[src/rtl/ep_token_responder.sv]
module ep_token_responder #(
  parameter int NUM_EP = 4,
  localparam int EPW = (NUM_EP > 1) ? $clog2(NUM_EP) : 1
) (
  input  logic              clk,
  input  logic              rst_n,
  input  logic              tok_valid,
  input  logic [2:0]        tok_type,
  input  logic [EPW-1:0]    tok_ep,
  input  logic              more_pkts,
  input  logic              tx_underflow,
  input  logic              rx_overflow,
  input  logic [NUM_EP-1:0] stall_set,
  input  logic [NUM_EP-1:0] stall_clr,
  input  logic [NUM_EP-1:0] prime_set,
  input  logic [NUM_EP-1:0] prime_clr,
  output logic              resp_valid,
  output logic [2:0]        resp_code,
  output logic [NUM_EP-1:0] ep_stalled,
  output logic [NUM_EP-1:0] ep_primed
);

  localparam logic [2:0] T_SETUP = 3'd0, T_IN = 3'd1, T_OUT = 3'd2, T_PING = 3'd3;
  localparam logic [2:0] R_IGNORE = 3'd0, R_STALL = 3'd1, R_NAK = 3'd2, R_ACK = 3'd3,
                         R_RXNYET = 3'd4, R_XMIT = 3'd5, R_BSERR = 3'd6, R_RXACK = 3'd7;

  logic       ep_ok, stl, prm;
  logic [2:0] nxt_code;

  assign ep_ok = 32'(tok_ep) < NUM_EP;
  assign stl   = ep_ok && ep_stalled[tok_ep];
  assign prm   = ep_ok && ep_primed[tok_ep];

  always_comb begin
    nxt_code = R_IGNORE;
    if (ep_ok && (tok_type == T_IN || tok_type == T_OUT || tok_type == T_PING)) begin
      if (stl)
        nxt_code = R_STALL;
      else if (!prm)
        nxt_code = R_NAK;
      else if (tok_type == T_IN)
        nxt_code = tx_underflow ? R_BSERR : R_XMIT;
      else if (tok_type == T_PING)
        nxt_code = R_ACK;
      else if (rx_overflow)
        nxt_code = R_NAK;
      else
        nxt_code = more_pkts ? R_RXACK : R_RXNYET;
    end
  end

  always_ff @(posedge clk) begin
    if (!rst_n) begin
      ep_stalled <= '0;
      ep_primed  <= '0;
      resp_valid <= 1'b0;
      resp_code  <= R_IGNORE;
    end else begin
      ep_stalled <= (ep_stalled & ~stall_clr) | stall_set;
      ep_primed  <= (ep_primed & ~prime_clr) | prime_set;
      resp_valid <= tok_valid;
      if (tok_valid) resp_code <= nxt_code;
    end
  end

  p_latency_r8: assert property (@(posedge clk) disable iff (!rst_n)
    tok_valid |=> resp_valid);
  p_hold_r8: assert property (@(posedge clk) disable iff (!rst_n)
    !tok_valid |=> ($stable(resp_code) && !resp_valid));
  p_setup_ignored_r1: assert property (@(posedge clk) disable iff (!rst_n)
    (tok_valid && tok_type == T_SETUP) |=> resp_code == R_IGNORE);
  p_invalid_ignored_r2: assert property (@(posedge clk) disable iff (!rst_n)
    (tok_valid && tok_type[2]) |=> resp_code == R_IGNORE);
  p_stall_wins_r3: assert property (@(posedge clk) disable iff (!rst_n)
    (tok_valid && stl && tok_type != T_SETUP && !tok_type[2]) |=> resp_code == R_STALL);
  p_prime_untouched_r9: assert property (@(posedge clk) disable iff (!rst_n)
    (prime_set == '0 && prime_clr == '0) |=> $stable(ep_primed));
  p_stall_untouched_r9: assert property (@(posedge clk) disable iff (!rst_n)
    (stall_set == '0 && stall_clr == '0) |=> $stable(ep_stalled));

endmodule

[config.mk]
export PLATFORM = sky130hd
export DESIGN_NAME = ep_token_responder
export DESIGN_NICKNAME = d
export VERILOG_FILES = /design/src/rtl/ep_token_responder.sv
export SDC_FILE = /design/constraint.sdc
export NUM_CORES = 1
export LEC_CHECK = 0
export CAP_MARGIN = 25
export CORE_UTILIZATION = 30
export CTS_CLUSTER_DIAMETER = 80
export CTS_CLUSTER_SIZE = 24
export DETAILED_ROUTE_END_ITERATION = 12
export PLACE_DENSITY = 0.82
export SYNTH_ARGS = -nofsm -noshare
export SYNTH_HDL_FRONTEND = slang
export SYNTH_SLANG_ARGS = --single-unit
[constraint.sdc]
create_clock -name clk -period 1.58 [get_ports clk]
set_input_delay 0.395 -clock clk [delete_from_list [all_inputs] [get_ports clk]]
set_output_delay 0.395 -clock clk [all_outputs]
set_load 0.01 [all_outputs]
## Word-level counts from Yosys, hierarchy flattened

Index checks and enable logic that the tools add are counted.

- Output and inout port bits: 12
- Input port bits: 27
- Register bits after elaboration: 12
- Logic and storage cells: 28

- Bitwise logic cells: 6
- Equality and inequality tests: 3
- Mux-type cells: 12
- Reduce and logical (&&, ||, !) cells: 2
- $lt $le $gt $ge: 1

Operator list:

| cell | count |
|---|---|
| two-way mux 3 bit | 6 |
| bitwise AND 4 bit | 2 |
| NOT 4 bit | 2 |
| bitwise OR 4 bit | 2 |
| == test 3 x 2 -> 1 bit (second input constant) | 2 |
| binary-select mux 1 bit (select 2 bit) | 2 |
| two-way mux 2 bit | 2 |
| == test 3 x 1 -> 1 bit (second input constant) | 1 |
| less-than comparator 2 x 3 -> 1 bit (second input constant) | 1 |
| logical OR 1 bit | 2 |
| two-way mux 1 bit | 2 |

## Logic depth before layout (Yosys ltp)

- Depth after elaboration: 7
- Mapped depth: 3
- Gate-level depth less buffers: 3

## Worst setup path after synthesis

No wires, ideal clock.

- Path type: input port to flip-flop
- From: input tok_ep[0]
- To: register resp_code[0]
- Path buffers: 0
- Data required time: 1456 ps
- Library setup time: 124 ps
- Slack: 43 ps
- Data arrival time: 1413 ps
- Stages: 3
- Cells stage by stage: mux4_1 > o211a_1 > o311a_2

- Cells in the longest elaborated chain, start to end: 5
- Elaborated cells on any way between the ends: 7
- Classes of those cells: mux (7)

Ends and longest elaborated chain:

| element | line | text |
|---|---|---|
| from (decl) | 9 | `input logic [EPW-1:0] tok_ep,` |
| binary-select mux 1 bit (select 2 bit) | 32 | `assign prm = ep_ok && ep_primed[tok_ep];` |
| two-way mux 1 bit (implied by the code) | 32 |  |
| two-way mux 3 bit | 39 | `else if (!prm)` |
| two-way mux 3 bit * | 37 | `if (stl)` |
| two-way mux 3 bit * | 36 | `if (ep_ok && (tok_type == T_IN \|\| tok_type == T_OUT \|\| tok_type == T_PING)) begin` |
| to (signal assigned) | 62 | `if (tok_valid) resp_code <= nxt_code;` |
| to (decl) | 18 | `output logic [2:0] resp_code,` |

Every way passes the cells marked *; elsewhere a longest branch is shown, timed or not. The select of a mux whose other input is x is not followed.
A chain may end at the register's enable or synchronous reset.

## Final worst setup path

- From: input tok_ep[1]
- To: register resp_code[0]

The elaborated chain is that of the path after synthesis.

==> results.yml <==
run_status:
  status: "completed"
global_routing:
  grt-ovfl-total: 0
  grt_pass1_wl_um: 2401
  grt_antenna_before_repair: 0
  grt_max_degree: 9
  grt_usage: 0.1681
  first_global_vias: 611
setup_path:
  reg2reg_to: "resp_code[0]"
  cp-end-kind: "flop"
  startpoint: "tok_ep[1]"
  critPathMaxFanout: 2
  reg2reg_slack_ns: 0.13
  arrival_ns: 1.72
  startpoint_type: "primary input"
  critPathKind: "primary input to flop"
  cp.required_ns: 1.73
  worstSetupEndpoint: "resp_code[0]"
  timing.rr.start: "ep_stalled[3]"
  reg2regPathDepth: 3
floorplanning:
  start_util: 0.3174
  die_w_um: 44.74
  design.die.area_um2: 2002
  die_h_um: 44.74
  core_area_um2: 1727
  io_pins: 39
  num_rows: 15
synthesis:
  ys_types: 22
  seq_area_frac_synth: 0.4384
  syn_inst: 59
  yosysTopAreaCell: "dfxtp_1"
  yosysWarnings: 0
  synth_top_area_share: 0.4384
  synth-edff-count: 0
  synthArstFlopShare: 0
  synthTopCellsByArea: "dfxtp_1 (44%), a21oi_1 (7.3%), nor2_1 (6.8%)"
  netlist_area_um2: 548.0
  synth_ff_type: "dfxtp_1"
  synth_seq_cells: 12
  yosysMostFrequentCell: "dfxtp_1"
  yosys-top-cells-count: "dfxtp_1 (12), nor2_1 (10), a21oi_1 (8), inv_1 (8), nor2b_1 (3)"
  avgSynthCellArea_um2: 9.289
  synth_nets: 86
placed_design:
  place_area_um2: 1020
  hpwl_um: 1264
  placed_cells: 130
  port-buffer-count: 38
  place_ws_ns: -0.5353
  place_congestion: 0.8646
sta:
  hold_viol_final: 0
  timing.final.crit_share: 0.9945
  final_period_minus_worst_setup_slack_ns: 1.571
  finClkSkew_ns: 0.004772
  max_slew.worst_pin.slew_ns: 0.3274
  fmax_ghz: 0.6364
  holdWs_ns: 0.5113
  drv_slew: 0
  relSlewSlack: 0.7799
  finalSetupViolCount: 0
  worst_slack_ns: 0.008710
  rsz0062_at_grt: "yes"
drt:
  first_iter_violations: 7
  vias: 610
  post_drt_wl_per_cell_um: 11.40
  drt_wl_total_um: 1527
  dr.pass1.iters: 4
  drtAntennaViolNets: 0
  avgViaCountPerCell: 4.552
  drc: 0
pwr:
  cellPowerDensity_nw_per_um2: 653.4
  peakVddDrop_mv: 0.5375
  p_leak_uw: 0.0005388
  combPwrFrac: 0.264
  switchingPower_uw: 160.7
  intPower_uw: 526.8
  power_frac_clock: 0.255
  swShare: 0.2337
  pwr-share-seq: 0.481
clocking:
  clk_pin_slew_ns: 0.07
  htree_levels: 1
  cts-root-buf: "clkbuf_4"
  cts_sinks: 12
  tritoncts: "built"
  cts_buffers: 3
  clock_latency_ns: 0.26
  cts_hold_buf: 0
  clockBufferDepth: 2
final_layout:
  fillers: 159
  antenna_cells: 0
  finalNetCount: 138
  final_cells: 134
  final_cell_area_um2: 1052
  layout-drive-gt1-share: 0.1468
  syn_to_final_growth_pct: 92.01
hold_path:
  hp-start: "ep_primed[2]"
  holdCritPathClass: "flop to flop"
  min_path_cells: 2
flow_run:
  maxCapViolCount: 0
## final cells by class
| cell class | instances | area, um^2 | share of cell area |
|---|---|---|---|
| timing repair buffer | 47 | 450.4 | 0.4281 |
| tap | 25 | 31.28 | 0.02973 |
| sequential | 12 | 240.2 | 0.2283 |
| multi-input combinational | 38 | 274.0 | 0.2604 |
| inverter | 9 | 33.78 | 0.03210 |
| clock buffer | 3 | 22.52 | 0.02140 |
## cells in the final DEF (no fill, tap or decap)
cell type,netlist,layout
a311oi_2,1,1
o31ai_1,1,1
clkbuf_4,0,3
mux2i_1,1,1
o211a_1,1,1
o311a_2,1,1
o31a_1,1,1
clkinv_1,1,1
and2_1,1,1
buf_4,0,9
mux4_2,1,1
dlygate4sd2_1,0,8
or4bb_1,1,1
mux4_1,1,1
dlymetal6s2s_1,0,5
clkdlybuf4s50_1,0,25
nand2b_1,2,2
nor2b_1,3,3
inv_1,8,8
nor2_1,10,10
o21bai_1,1,1
or4b_2,1,1
nand2_1,1,1
a41o_1,1,1
a21oi_1,8,8
dfxtp_1,12,12
nor3_1,1,1
## flip-flops by register name (all words and copies together) (netlist names)
signal	count
ep_primed	4
ep_stalled	4
resp_code	3
resp_valid	1
## metal layers
metal / wire, um / global-route usage / up-vias
met5: 0 / 0 / -
met1: 599 / 0.1650 / 276
met4: 0 / 0.05455 / 0
met3: 120 / 0.06400 / 0
met2: 807 / 0.3206 / 25
li1: - / - / 309
## how the worst min path moves through the flow
stage	slack (ns)	endpoint
after global routing	0.54	ep_primed[0]
after global placement	0.50	ep_primed[1]
after detailed placement	0.51	ep_primed[0]
after floorplan	0.51	ep_primed[0]
final	0.51	ep_primed[2]
after CTS	0.52	ep_primed[2]
## worst max-delay path, stage by stage
cell and delay (ns):
clkdlybuf4s50_1 0.49, mux4_2 0.31, buf_4 0.15, o311a_2 0.37
## logic make-up (layout without fill, tap and decap cells)
kind of cell	Yosys count	after routing	synth area share
compound gates	15	15	0.2009
buf+inv	9	59	0.06164
flops	12	12	0.4384
mux	3	3	0.1073
simple gates	20	20	0.1918
## what timing repair did
action / in CTS / in global routing
setup buffers: 1 / 0
endpoints found under the hold margin: 0 / 0
gates resized for setup: 8 / 5
pin swaps: 2 / 1
endpoints found under the setup margin: 6 / 7
## metrics by stage
| stage | setup TNS, ns | util | total power [uW] |
|---|---|---|---|
| 3_5_place_dp | -1.456 | 0.5906 | 526.1 |
| 4_1_cts | 0 | 0.6022 | 701.5 |
| 5_1_grt | -0.009026 | 0.6094 | 731.3 |
| 2_1_floorplan | 0 | - | 393.9 |
| 3_3_place_gp | -1.385 | 0.5906 | 521.7 |
| 6_report | 0 | 0.6094 | 687.5 |
## power by group through the flow
stage | combinational, uW | sequential [uW] | clock [uW]
after floorplan | 49.6 | 344 | 0
after global placement | 184 | 338 | 0
after detailed placement | 187 | 339 | 0
after CTS | 185 | 332 | 185
after global routing | 196 | 333 | 202
final | 181 | 331 | 175
No activity file was read; power rests on OpenSTA's default activity.
